[config.mk]
export PLATFORM = sky130hd
export DESIGN_NAME = qod_accel
export DESIGN_NICKNAME = d
export VERILOG_FILES = /design/src/rtl/qod_pkg.sv /design/src/rtl/qod_sync.sv /design/src/rtl/qod_burst.sv /design/src/rtl/qod_accel.sv
export SDC_FILE = /design/constraint.sdc
export NUM_CORES = 1
export LEC_CHECK = 0
export BUFFER_PORTS_ARGS = -buffer_cell sky130_fd_sc_hd__buf_2
export CAP_MARGIN = 30
export CORE_MARGIN = 4
export CORE_UTILIZATION = 50
export DETAILED_ROUTE_END_ITERATION = 10
export PLACE_DENSITY = 0.8
export SYNTH_ARGS = -nofsm -noshare
export SYNTH_HDL_FRONTEND = slang
export SYNTH_HIERARCHICAL = 1
export SYNTH_SLANG_ARGS = --single-unit
[constraint.sdc]
create_clock -name clk -period 1.7 [get_ports clk]
set_clock_uncertainty 0.2 [all_clocks]
set_input_delay 0.085 -clock clk [delete_from_list [all_inputs] [get_ports clk]]
set_output_delay 0.085 -clock clk [all_outputs]
set_load 0.01 [all_outputs]
[src/rtl/qod_pkg.sv]
package qod_pkg;
  typedef enum logic {
    FB_DIRECT  = 1'b0,
    FB_CLOCKED = 1'b1
  } fb_mode_e;
endpackage

[src/rtl/qod_sync.sv]
module qod_sync #(
  parameter int W      = 1,
  parameter int STAGES = 2
) (
  input  logic         clk,
  input  logic         rst,
  input  logic [W-1:0] d,
  output logic [W-1:0] q
);
  logic [W-1:0] stg [STAGES];

  // Idle line reads high, so the chain resets to ones.
  always_ff @(posedge clk) begin
    if (rst) begin
      for (int s = 0; s < STAGES; s++) stg[s] <= '1;
    end else begin
      stg[0] <= d;
      for (int s = 1; s < STAGES; s++) stg[s] <= stg[s-1];
    end
  end

  assign q = stg[STAGES-1];
endmodule

[src/rtl/qod_burst.sv]
module qod_burst #(
  parameter int CAP_W = 4
) (
  input  logic             clk,
  input  logic             rst,
  input  logic             data,
  input  logic             fb_now,
  input  logic [CAP_W-1:0] cap,
  output logic             drive_hi
);
  logic             armed;
  logic [CAP_W-1:0] cnt;
  logic [CAP_W:0]   nxt;

  assign nxt      = {1'b0, cnt} + {{CAP_W{1'b0}}, 1'b1};
  assign drive_hi = data & armed & (cnt < cap) & ~fb_now;

  // Arm while data is low; burn down while data is high.
  always_ff @(posedge clk) begin
    if (rst) begin
      armed <= 1'b0;
      cnt   <= '0;
    end else if (!data) begin
      armed <= 1'b1;
      cnt   <= '0;
    end else if (armed) begin
      cnt <= nxt[CAP_W-1:0];
      if (fb_now || (nxt >= {1'b0, cap})) armed <= 1'b0;
    end
  end
endmodule

[src/rtl/qod_accel.sv]
module qod_accel #(
  parameter int N_CH        = 4,
  parameter int CAP_W       = 4,
  parameter int SYNC_STAGES = 2
) (
  input  logic             clk,
  input  logic             rst,
  input  logic             mode_sel,
  input  logic [CAP_W-1:0] drive_cap,
  input  logic [N_CH-1:0]  data_in,
  input  logic [N_CH-1:0]  pad_fb,
  output logic [N_CH-1:0]  pad_do,
  output logic [N_CH-1:0]  pad_oe
);
  import qod_pkg::*;

  fb_mode_e        mode;
  logic [N_CH-1:0] fb_sync;
  logic [N_CH-1:0] fb_sel;
  logic [N_CH-1:0] drive_hi;

  assign mode = fb_mode_e'(mode_sel);

  qod_sync #(.W(N_CH), .STAGES(SYNC_STAGES)) u_sync (
    .clk (clk),
    .rst (rst),
    .d   (pad_fb),
    .q   (fb_sync)
  );

  assign fb_sel = (mode == FB_CLOCKED) ? fb_sync : pad_fb;

  for (genvar i = 0; i < N_CH; i++) begin : g_ch
    qod_burst #(.CAP_W(CAP_W)) u_burst (
      .clk      (clk),
      .rst      (rst),
      .data     (data_in[i]),
      .fb_now   (fb_sel[i]),
      .cap      (drive_cap),
      .drive_hi (drive_hi[i])
    );
  end

  assign pad_do = rst ? '1 : data_in;
  assign pad_oe = rst ? '0 : (~data_in | drive_hi);
endmodule

==> results of run 1 <==
## logic make-up after synthesis
group | after synthesis | share of synthesized area (%)
buffers and inverters | 24 | 5.36
adders and majority gates | 36 | 23.0
muxes | 8 | 4.34
and+or+nand+nor | 72 | 20.7
DFF | 28 | 28.6
xor gates and xnor gates | 20 | 8.93
AOI/OAI and AO/OA | 24 | 9.18
## final cells by class
class | instances | area, sq um
clock buffer | 3 | 41.3
inverter | 20 | 75.1
tap | 48 | 60.1
multi-input combinational | 160 | 1550
fill | 266 | 897
sequential | 28 | 607
timing repair buffer | 64 | 490
## synthesized netlist by cell type
master	number	share of area, %
mux2_1	4	2.3
a31oi_1	4	1.3
o211ai_1	4	1.5
xor2_1	12	5.4
nand2b_1	4	1.3
or4b_1	4	2.0
nand2_1	12	2.3
a211oi_1	4	1.5
buf_4	4	1.5
nand3_1	4	1.0
nor2_1	20	3.8
inv_1	20	3.8
nand4_1	4	1.3
or2_1	12	3.8
a21oi_1	4	1.0
nor2b_1	4	1.3
o22a_2	4	2.0
ha_1	36	23
and4bb_2	4	2.6
dfxtp_1	28	29
and3_1	4	1.3
o221ai_1	4	1.8
xnor2_1	8	3.6
mux2i_1	4	2.0
## path summary, 6_finish.rpt
kind | from | cells past startpoint | to
setup / recovery | g_ch[0].u_burst/cnt[1]$_SDFFE_PP0P_ | 7 | pad_oe[0]
hold / removal | data_in[0] | 3 | g_ch[0].u_burst/armed$_SDFF_PP0_
setup reg to reg | g_ch[1].u_burst/cnt[1]$_SDFFE_PP0P_ | 7 | g_ch[1].u_burst/armed$_SDFF_PP0_
hold reg to reg | u_sync/stg[0][2]$_SDFF_PP1_ | 1 | u_sync/stg[0][6]$_SDFF_PP1_
## layer usage
metal	vias up	global-route usage [%]
met5	-	0
met3	19	4.26
met4	0	11.9
met1	828	25.2
met2	49	39.2
li1	870	-
## worst max-delay path: stages (launching register included)
cell,delay (ns)
dfxtp_4,0.37
ha_4,0.20
nor2b_1,0.12
o211ai_1,0.20
and3_4,0.22
inv_2,0.03
a21oi_2,0.09
buf_2,0.13
## repair_timing
item / in CTS / in global routing
hold buffers: 8 / 0
hold endpoints to repair: 22 / 0
endpoints found under the setup margin: 8 / 8
pin swaps: 17 / 12
resized for setup: 45 / 16
buffers inserted: 18 / 0
## registers in the layout, summed over array words and instances (netlist names)
name and cells:
g_ch.u_burst/armed 4, g_ch.u_burst/cnt 16, u_sync/stg 8
## power by group
| part | internal [mW] | total (mW) | switching, mW |
|---|---|---|---|
| clock network | 0.160 | 0.380 | 0.220 |
| registers | 0.662 | 0.683 | 0.0215 |
| logic | 0.153 | 0.298 | 0.145 |
| total | 0.975 | 1.36 | 0.387 |
==> results by group, run 1 <==
STA
  – Final slew viol count: 0
  – Slew @ Worst Pin: 0.313 ns
  – WHS: 0.0121 ns
  – Final setup TNS: -1.62 ns
  – Worst setup margin: -0.233 ns
  – Relative slew slack: 79.2%
  – Hold Vio Cnt, Final: 0
  – Final min period: 1.93 ns
  – Max frequency: 0.517 GHz
  – Unrepaired setup endpoints after global routing: yes
  – Final Setup Violations: 8
  – Tcrit/Tclk final: 114%

Pwr
  – Pwr Total: 1.36 mW
  – Worst IR drop on VDD: 0.333 mV
  – Leakage: 1.25 nW
  – Pwr dens: 483 nW/um^2

Floorplan
  – Core ar.: 3720 sq um
  – Die width: 70.6 microns
  – Boundary Pins: 23
  – Die height: 70.6 microns
  – Effective utilization at floorplan: 52.8%
  – Rows: 22
  – DIE AREA: 4990 sq um

GRT
  – Vias in the first global route: 1,941
  – Initial antenna violation count: 0
  – Pin count of the biggest net entering global routing: 20
  – Grt total ovfl: 0
  – GRT Total Usage: 22.2%
  – Global-route wire length before repair: 8880 microns

Finish
  – Most frequent cells in the layout: ha_1, buf_4, buf_2
  – Share of post-route cells with drive strength above 1: 42.9%
  – Fin cells: 323
  – Nets@finish: 328
  – Diodes inserted: 0
  – Final instance area: 2820 sq um
  – Commonest non-fill, non-tap cell in the layout: ha_1
  – Layout area overhead: 43.7%
  – Core Util, Final: 75.9%

Critical path
  – Crit-path max FO: 2
  – R2R setup slack: -0.21 ns
  – CP startpoint kind: register
  – Critical path arrival: 1.65 ns
  – CP Data Required Time: 1.41 ns
  – Worst Path Class, Setup: register to output pin
  – CP endpoint kind: output pin

Clock tree
  – Max Buffers Root-to-Sink: 2
  – Worst-Skew Late Latency: 0.28 ns
  – CTS tree: yes
  – CTS Buf Count: 3
  – Number of H-tree levels: 1
  – Clock transition at path regs: 0.10 ns
  – Clk root buf: clkbuf_8
  – Clk sinks: 28

Outcome
  – Failing checks: setup timing
  – Status: finished, violations left

Drt
  – Vias: 1,766
  – Initial DRC count: 81
  – Highest metal used: met4
  – Routed WL per cell: 16.7 microns
  – Antenna viol nets, final: 0
  – Routed met2 length: 2740 microns
  – Drt pass-1 iters: 4
  – Metal3 WL: 238 microns
  – Via density: 5.47
  – Met1 Wirelength: 2260 microns
  – Final Routed Wirelength: 5400 microns
  – DRC: 0

Synth
  – Post-synthesis net count: 263
  – Post-synth cell types: 24
  – Yosys warns: 6
  – Seq/Total Area, Yosys: 28.6%
  – Synth Register Bits: 28
  – Mapped Cells: 212
  – Post-Syn Area per Cell: 9.25 sq um
  – Mapped cell area: 1960 sq um

Place
  – Post-DP Area: 2280 sq um
  – Port Buffers: 22
  – DP HPWL: 2930 microns
  – Setup Slack @ Placement: -0.0780 ns
  – DP Cell Count: 294
  – Final GP Congestion: 0.809

Worst hold path
  – Min-delay worst type: primary input to register

Flow run
  – MaxCap Viol Count: 0
No activity file was read; power rests on OpenSTA's default activity.
==> run 2, diff against run 1 <==
==> constraint.sdc (replaced) <==
create_clock -name clk -period 1.7 [get_ports clk]
set_clock_uncertainty 0.2 [all_clocks]
set_input_delay 0.085 -clock clk [delete_from_list [all_inputs] [get_ports clk]]
set_output_delay 0.085 -clock clk [all_outputs]
set_load 0.005 [all_outputs]
==> run 2 against run 1 <==
- the run still ends with setup timing left
- sequential share of layout area about the same
- design area increased by 0.62%
- maximum frequency decreased by 2.4%
==> results by group, run 2 (synthesized netlist as in run 1, its figures left out) <==
STA
  – Slew @ Worst Pin: 0.325 ns (+0.0121 ns)
  – Final slew viol count: 0 (unchanged)
  – Tcrit/Tclk final: 116% (+2.7 points)
  – Unrepaired setup endpoints after global routing: yes
  – Relative slew slack: 78.4% (-0.81 points)
  – Hold Vio Cnt, Final: 0 (unchanged)
  – Worst setup margin: -0.280 ns (-0.0467 ns)
  – Max frequency: 0.505 GHz (-2.4%)
  – WHS: 0.0388 ns (+0.0266 ns)
  – Final Setup Violations: 8 (unchanged)
  – Final min period: 1.98 ns (+0.0467 ns)

Critical path
  – Worst Path Class, Setup: register to output pin
  – Crit path buffers/inverters: 2 (unchanged)
  – Family with the most delay on the worst path: flip-flops
  – Critical path arrival: 1.69 ns (+0.04 ns)
  – Crit-path max FO: 2 (unchanged)
  – CP startpoint kind: register
  – Worst stage delay on the critical path: 0.37 ns (about the same)
  – CP max stage cell: dfxtp_4
  – CP endpoint kind: output pin
  – CP Data Required Time: 1.41 ns (about the same)
  – Worst path cell trace: ha_4 > nor2b_4 > o211ai_1 > and3_4 > inv_2 > a21oi_2 > buf_2

Clock tree
  – Max Buffers Root-to-Sink: 2 (unchanged)
  – Number of H-tree levels: 1 (unchanged)
  – CTS Buf Count: 3 (unchanged)
  – Clk sinks: 28 (unchanged)
  – CTS tree: yes
  – Clk root buf: clkbuf_8
  – Worst-Skew Late Latency: 0.28 ns (about the same)
  – Clock transition at path regs: 0.09 ns (about the same)

Worst hold path
  – Min-delay worst type: primary input to register

Outcome
  – Failing checks: setup timing
  – Status: finished, violations left

Flow run
  – MaxCap Viol Count: 0 (unchanged)

Finish
  – Largest regs: g_ch.u_burst/cnt: 16 flops, u_sync/stg: 8 flops, g_ch.u_burst/armed: 4 flops
  – Layout area overhead: 44.6%
  – Most frequent cells in the layout: buf_4, ha_1, buf_2
  – Diodes inserted: 0 (unchanged)
  – Max reg flops: 16 (unchanged)
  – Nets@finish: 332 (+1.2%)
  – Commonest non-fill, non-tap cell in the layout: buf_4
  – Top reg by flops: g_ch.u_burst/cnt
  – Layout fillers: 235 (-12%)
  – Share of post-route cells with drive strength above 1: 43.6% (+0.66 points)
  – Final instance area: 2840 sq um (+0.62%)

Floorplan
  – Effective utilization at floorplan: 52.8% (unchanged)
  – Core ar.: 3720 sq um (unchanged)
  – Boundary Pins: 23 (unchanged)
  – Rows: 22 (unchanged)
  – Die height: 70.6 microns (unchanged)
  – Die width: 70.6 microns (unchanged)
  – DIE AREA: 4990 sq um (unchanged)

Pwr
  – Leakage: 1.28 nW (+1.6%)
  – Pwr dens: 489 nW/um^2 (+1.2%)
  – Worst IR drop on VDD: 0.382 mV (+15%)

Drt
  – DRC: 0 (unchanged)
  – Antenna viol nets, final: 0 (unchanged)
  – Final Routed Wirelength: 5110 microns (-5.3%)
  – Routed WL per cell: 15.6 microns (-6.8%)
  – Via density: 5.41 (-1.1%)
  – Initial DRC count: 66 (-19%)
  – Drt pass-1 iters: 4 (unchanged)
  – Vias: 1,773 (+0.40%)

Place
  – Post-DP Area: 2280 sq um (+0.33%)
  – Port Buffers: 22 (unchanged)
  – Final GP Congestion: 0.808 (about the same)
  – DP HPWL: 3010 microns (+2.8%)

GRT
  – Vias in the first global route: 1,822 (-6.1%)
  – GRT Total Usage: 20.9% (-1.3 points)
  – Pin count of the biggest net entering global routing: 20 (unchanged)
  – Global-route wire length before repair: 8400 microns (-5.4%)
  – Grt total ovfl: 0 (unchanged)
  – Initial antenna violation count: 0 (unchanged)
[run 2: cell count changes in the layout (fill, tap and decap cells not counted), sizes merged]
cell | previous run | this run
buf | 56 | 60
clkbuf | 3 | 4
[run 2: tightest hold or removal path, cell delays in order]
cell	delay, ns
buf_2	0.14
nor2_1	0.12
o22a_2	0.14
[run 2: cell type report]
class,instances,area (sq um),area share (%)
timing repair buffer,68,528,18.6
sequential,28,609,21.5
tap,48,60.1,2.12
multi-input combinational,160,1500,53.0
clock buffer,4,55.1,1.94
inverter,20,80.1,2.82
[run 2: worst paths after layout]
kind,from,end,slack [ns],cells past startpoint
worst min register to register,u_sync/stg[0][0]$_SDFF_PP1_,u_sync/stg[0][4]$_SDFF_PP1_,0.21,1
worst min-delay path,data_in[3],g_ch[3].u_burst/armed$_SDFF_PP0_,0.04,3
worst max register to register,g_ch[2].u_burst/cnt[1]$_SDFFE_PP0P_,g_ch[2].u_burst/armed$_SDFF_PP0_,-0.21,7
worst max-delay path,g_ch[3].u_burst/cnt[1]$_SDFFE_PP0P_,pad_oe[3],-0.28,7
[run 2: report_power, final]
group	switching, mW	internal (mW)
combinational	0.135	0.148
sequential	0.0229	0.662
clock	0.212	0.208
[run 2: per-stage QoR]
| stage | power (mW) | setup WS [ns] | TNS [ns] | utilization, % | cells |
|---|---|---|---|---|---|
| 2_1_floorplan | 0.823 | 0.0142 | 0 | - | 212 |
| 3_3_place_gp | 0.899 | -0.0262 | -0.0626 | 61.5 | 295 |
| 3_5_place_dp | 0.905 | -0.0735 | -0.241 | 61.5 | 295 |
| 4_1_cts | 1.38 | -0.181 | -1.31 | 74.8 | 326 |
| 5_1_grt | 1.45 | -0.298 | -1.99 | 76.3 | 328 |
| 6_report | 1.39 | -0.280 | -1.50 | 76.3 | 328 |
[run 2: repair_timing]
action | 4_1_cts | 5_1_grt
buffers inserted | 19 | 2
hold buffers | 8 | 0
gates resized for setup | 53 | 8
endpoints found under the setup margin | 8 | 8
pin swaps | 19 | 13
endpoints found under the hold margin | 23 | 0
[run 2: routing by layer]
| metal | global-route usage [%] | vias up | share of wire (%) |
|---|---|---|---|
| li1 | - | 875 | - |
| met1 | 26.2 | 849 | 44 |
| met2 | 36.9 | 38 | 50 |
| met3 | 1.85 | 11 | 3.5 |
| met4 | 8.35 | 0 | 2.0 |
| met5 | 0 | - | 0 |
==> run 3, diff against run 2 <==
CELL_PAD_IN_SITES_DETAIL_PLACEMENT = 0   (was not set)
CELL_PAD_IN_SITES_GLOBAL_PLACEMENT = 1   (was not set)
CORE_UTILIZATION = 40   (was 50)
PLACE_DENSITY = 0.82   (was 0.8)
==> run 3 against run 2 <==
- worst hold slack worse by 0.035 ns
- the flow still finishes with violations (setup timing)
- critical path depth unchanged
- critical path type is now register to register
- sequential power barely moved
- design area is 1.0% higher
- maximum frequency up 3.5%
- utilization shrank 16 points
- worst setup slack better by 0.067 ns
- die area rose by 22%
- wire length is 8.0% lower
- non-clock buffer count is 5 higher
- clock-buffer cell count decreased by 1
- register-to-register slack about the same
==> results by group, run 3 (synthesized netlist as in run 1, its figures left out) <==
Outcome
  – Status: finished, violations left
  – Failing checks: setup timing

Critical path
  – CP max stage cell: or4b_4
  – Family with the most delay on the worst path: simple AND/OR/NAND/NOR gates
  – Critical path arrival: 1.93 ns (+0.24 ns)
  – Reg2reg path depth: 7 (unchanged)
  – Critical path depth: 7 (unchanged)
  – Crit-path max FO: 2 (unchanged)
  – Worst stage delay on the critical path: 0.50 ns (+0.13 ns)
  – CP startpoint kind: register
  – Worst Path Class, Setup: register to register
  – Worst path cell trace: buf_6 > nand3_4 > xnor2_2 > ha_2 > or4b_4 > a31oi_1 > o22a_2
  – Crit path buffers/inverters: 1 (-1)
  – CP endpoint kind: register
  – CP Data Required Time: 1.72 ns (+0.31 ns)

Finish
  – Layout fillers: 398 (+69%)
  – Largest regs: g_ch.u_burst/cnt: 16 flops, u_sync/stg: 8 flops, g_ch.u_burst/armed: 4 flops
  – Most frequent cells in the layout: buf_4, ha_1, buf_2
  – Fin cells: 351 (+7.0%)
  – Commonest non-fill, non-tap cell in the layout: buf_4
  – Top reg by flops: g_ch.u_burst/cnt
  – Diodes inserted: 0 (unchanged)
  – Layout area overhead: 46.0%
  – Nets@finish: 337 (+1.5%)
  – Share of post-route cells with drive strength above 1: 43.0% (-0.61 points)
  – Max reg flops: 16 (unchanged)

Drt
  – Drt pass-1 iters: 4 (unchanged)
  – Via density: 4.91 (-9.1%)
  – Vias: 1,724 (-2.8%)
  – DRC: 0 (unchanged)
  – Antenna viol nets, final: 0 (unchanged)
  – Routed WL per cell: 13.4 microns (-14%)
  – Final Routed Wirelength: 4700 microns (-8.0%)
  – Initial DRC count: 54 (-18%)

GRT
  – Vias in the first global route: 1,808 (-0.77%)
  – GRT Total Usage: 16.3% (-4.6 points)
  – Global-route wire length before repair: 8080 microns (-3.8%)
  – Pin count of the biggest net entering global routing: 15 (-25%)
  – Grt total ovfl: 0 (unchanged)
  – Initial antenna violation count: 0 (unchanged)

Floorplan
  – Core ar.: 4720 sq um (+27%)
  – Effective utilization at floorplan: 41.5% (-11 points)
  – Die width: 78.0 microns (+10%)
  – Boundary Pins: 23 (unchanged)
  – Die height: 78.0 microns (+10%)
  – Rows: 25 (+14%)
  – DIE AREA: 6090 sq um (+22%)

Worst hold path
  – WHS Path Cells: 3 (unchanged)
  – Min-delay worst type: primary input to register

Place
  – Final GP Congestion: 0.783 (-3.1%)
  – DP HPWL: 3130 microns (+4.1%)
  – DP Cell Count: 318 (+7.8%)
  – Port Buffers: 22 (unchanged)
  – Setup Slack @ Placement: -0.0490 ns (+0.0244 ns)

Clock tree
  – Clock transition at path regs: 0.09 ns (about the same)
  – Clk sinks: 28 (unchanged)
  – Number of H-tree levels: 1 (unchanged)
  – CTS tree: yes
  – Clk root buf: clkbuf_8
  – CTS Buf Count: 3 (unchanged)
  – Worst-Skew Late Latency: 0.27 ns (about the same)
  – Max Buffers Root-to-Sink: 2 (unchanged)

STA
  – Tcrit/Tclk final: 113% (-3.9 points)
  – Relative slew slack: 77.3% (-1.1 points)
  – Final min period: 1.91 ns (-0.0667 ns)
  – Final slew viol count: 0 (unchanged)
  – Unrepaired setup endpoints after global routing: yes
  – Hold Vio Cnt, Final: 0 (unchanged)
  – Slew @ Worst Pin: 0.339 ns (+0.0144 ns)
  – Max frequency: 0.523 GHz (+3.5%)
  – Final Setup Violations: 8 (unchanged)
  – Final setup TNS: -1.26 ns (+0.243 ns)
  – WHS: 0.00408 ns (-0.0347 ns)
  – Worst setup margin: -0.213 ns (+0.0667 ns)

Pwr
  – Pwr dens: 461 nW/um^2 (-5.7%)
  – Worst IR drop on VDD: 0.276 mV (-28%)
  – Leakage: 1.30 nW (+1.9%)
  – Pwr Total: 1.32 mW (-4.7%)

Flow run
  – MaxCap Viol Count: 0 (unchanged)
[run 3: worst paths after layout]
| path | to | slack (ns) | from |
|---|---|---|---|
| worst min register to register | u_sync/stg[0][7]$_SDFF_PP1_ | 0.22 | u_sync/stg[0][3]$_SDFF_PP1_ |
| worst max-delay path | g_ch[1].u_burst/armed$_SDFF_PP0_ | -0.21 | g_ch[1].u_burst/cnt[0]$_SDFFE_PP0P_ |
| worst max register to register | g_ch[1].u_burst/armed$_SDFF_PP0_ | -0.21 | g_ch[1].u_burst/cnt[0]$_SDFFE_PP0P_ |
| worst min-delay path | g_ch[1].u_burst/cnt[0]$_SDFFE_PP0P_ | 0.004 | data_in[1] |
[run 3: where the power goes]
part	switching [mW]	internal, mW	total, mW
Clock	0.192	0.159	0.351
Combinational	0.134	0.153	0.287
Sequential	0.0196	0.663	0.683
[run 3: final cells by class]
type	instances	area (sq um)	share of cell area, %
tap	67	83.8	2.93
inverter	20	77.6	2.71
timing repair buffer	73	572	20.0
multi-input combinational	160	1490	51.9
sequential	28	604	21.1
clock buffer	3	41.3	1.44
[run 3: per-stage QoR]
stage / instance area [sq um] / util (%)
finish: 2870 / 60.7
CTS: 2790 / 59.1
floorplan: 2020 / -
global route: 2870 / 60.7
global placement: 2340 / 49.5
detailed placement: 2340 / 49.5
[run 3: what timing repair did]
| item | 4_1_cts | 5_1_grt |
|---|---|---|
| buffers inserted | 17 | 5 |
| resized for setup | 47 | 9 |
| pin swaps | 15 | 10 |
| endpoints found under the hold margin | 17 | 0 |
| endpoints found under the setup margin | 8 | 11 |
| hold buffers | 8 | 0 |
[run 3: metal layers]
metal | track usage, % | routed length, microns | vias up
met5 | 0 | 0 | -
met2 | 29.1 | 2360 | 27
met3 | 1.38 | 94 | 8
li1 | - | - | 882
met4 | 5.42 | 82 | 0
met1 | 20.5 | 2160 | 807
[run 3: worst min-delay path, cell delays in order]
cell and delay (ns):
buf_2 0.14, nand2b_1 0.16, nor2_1 0.06
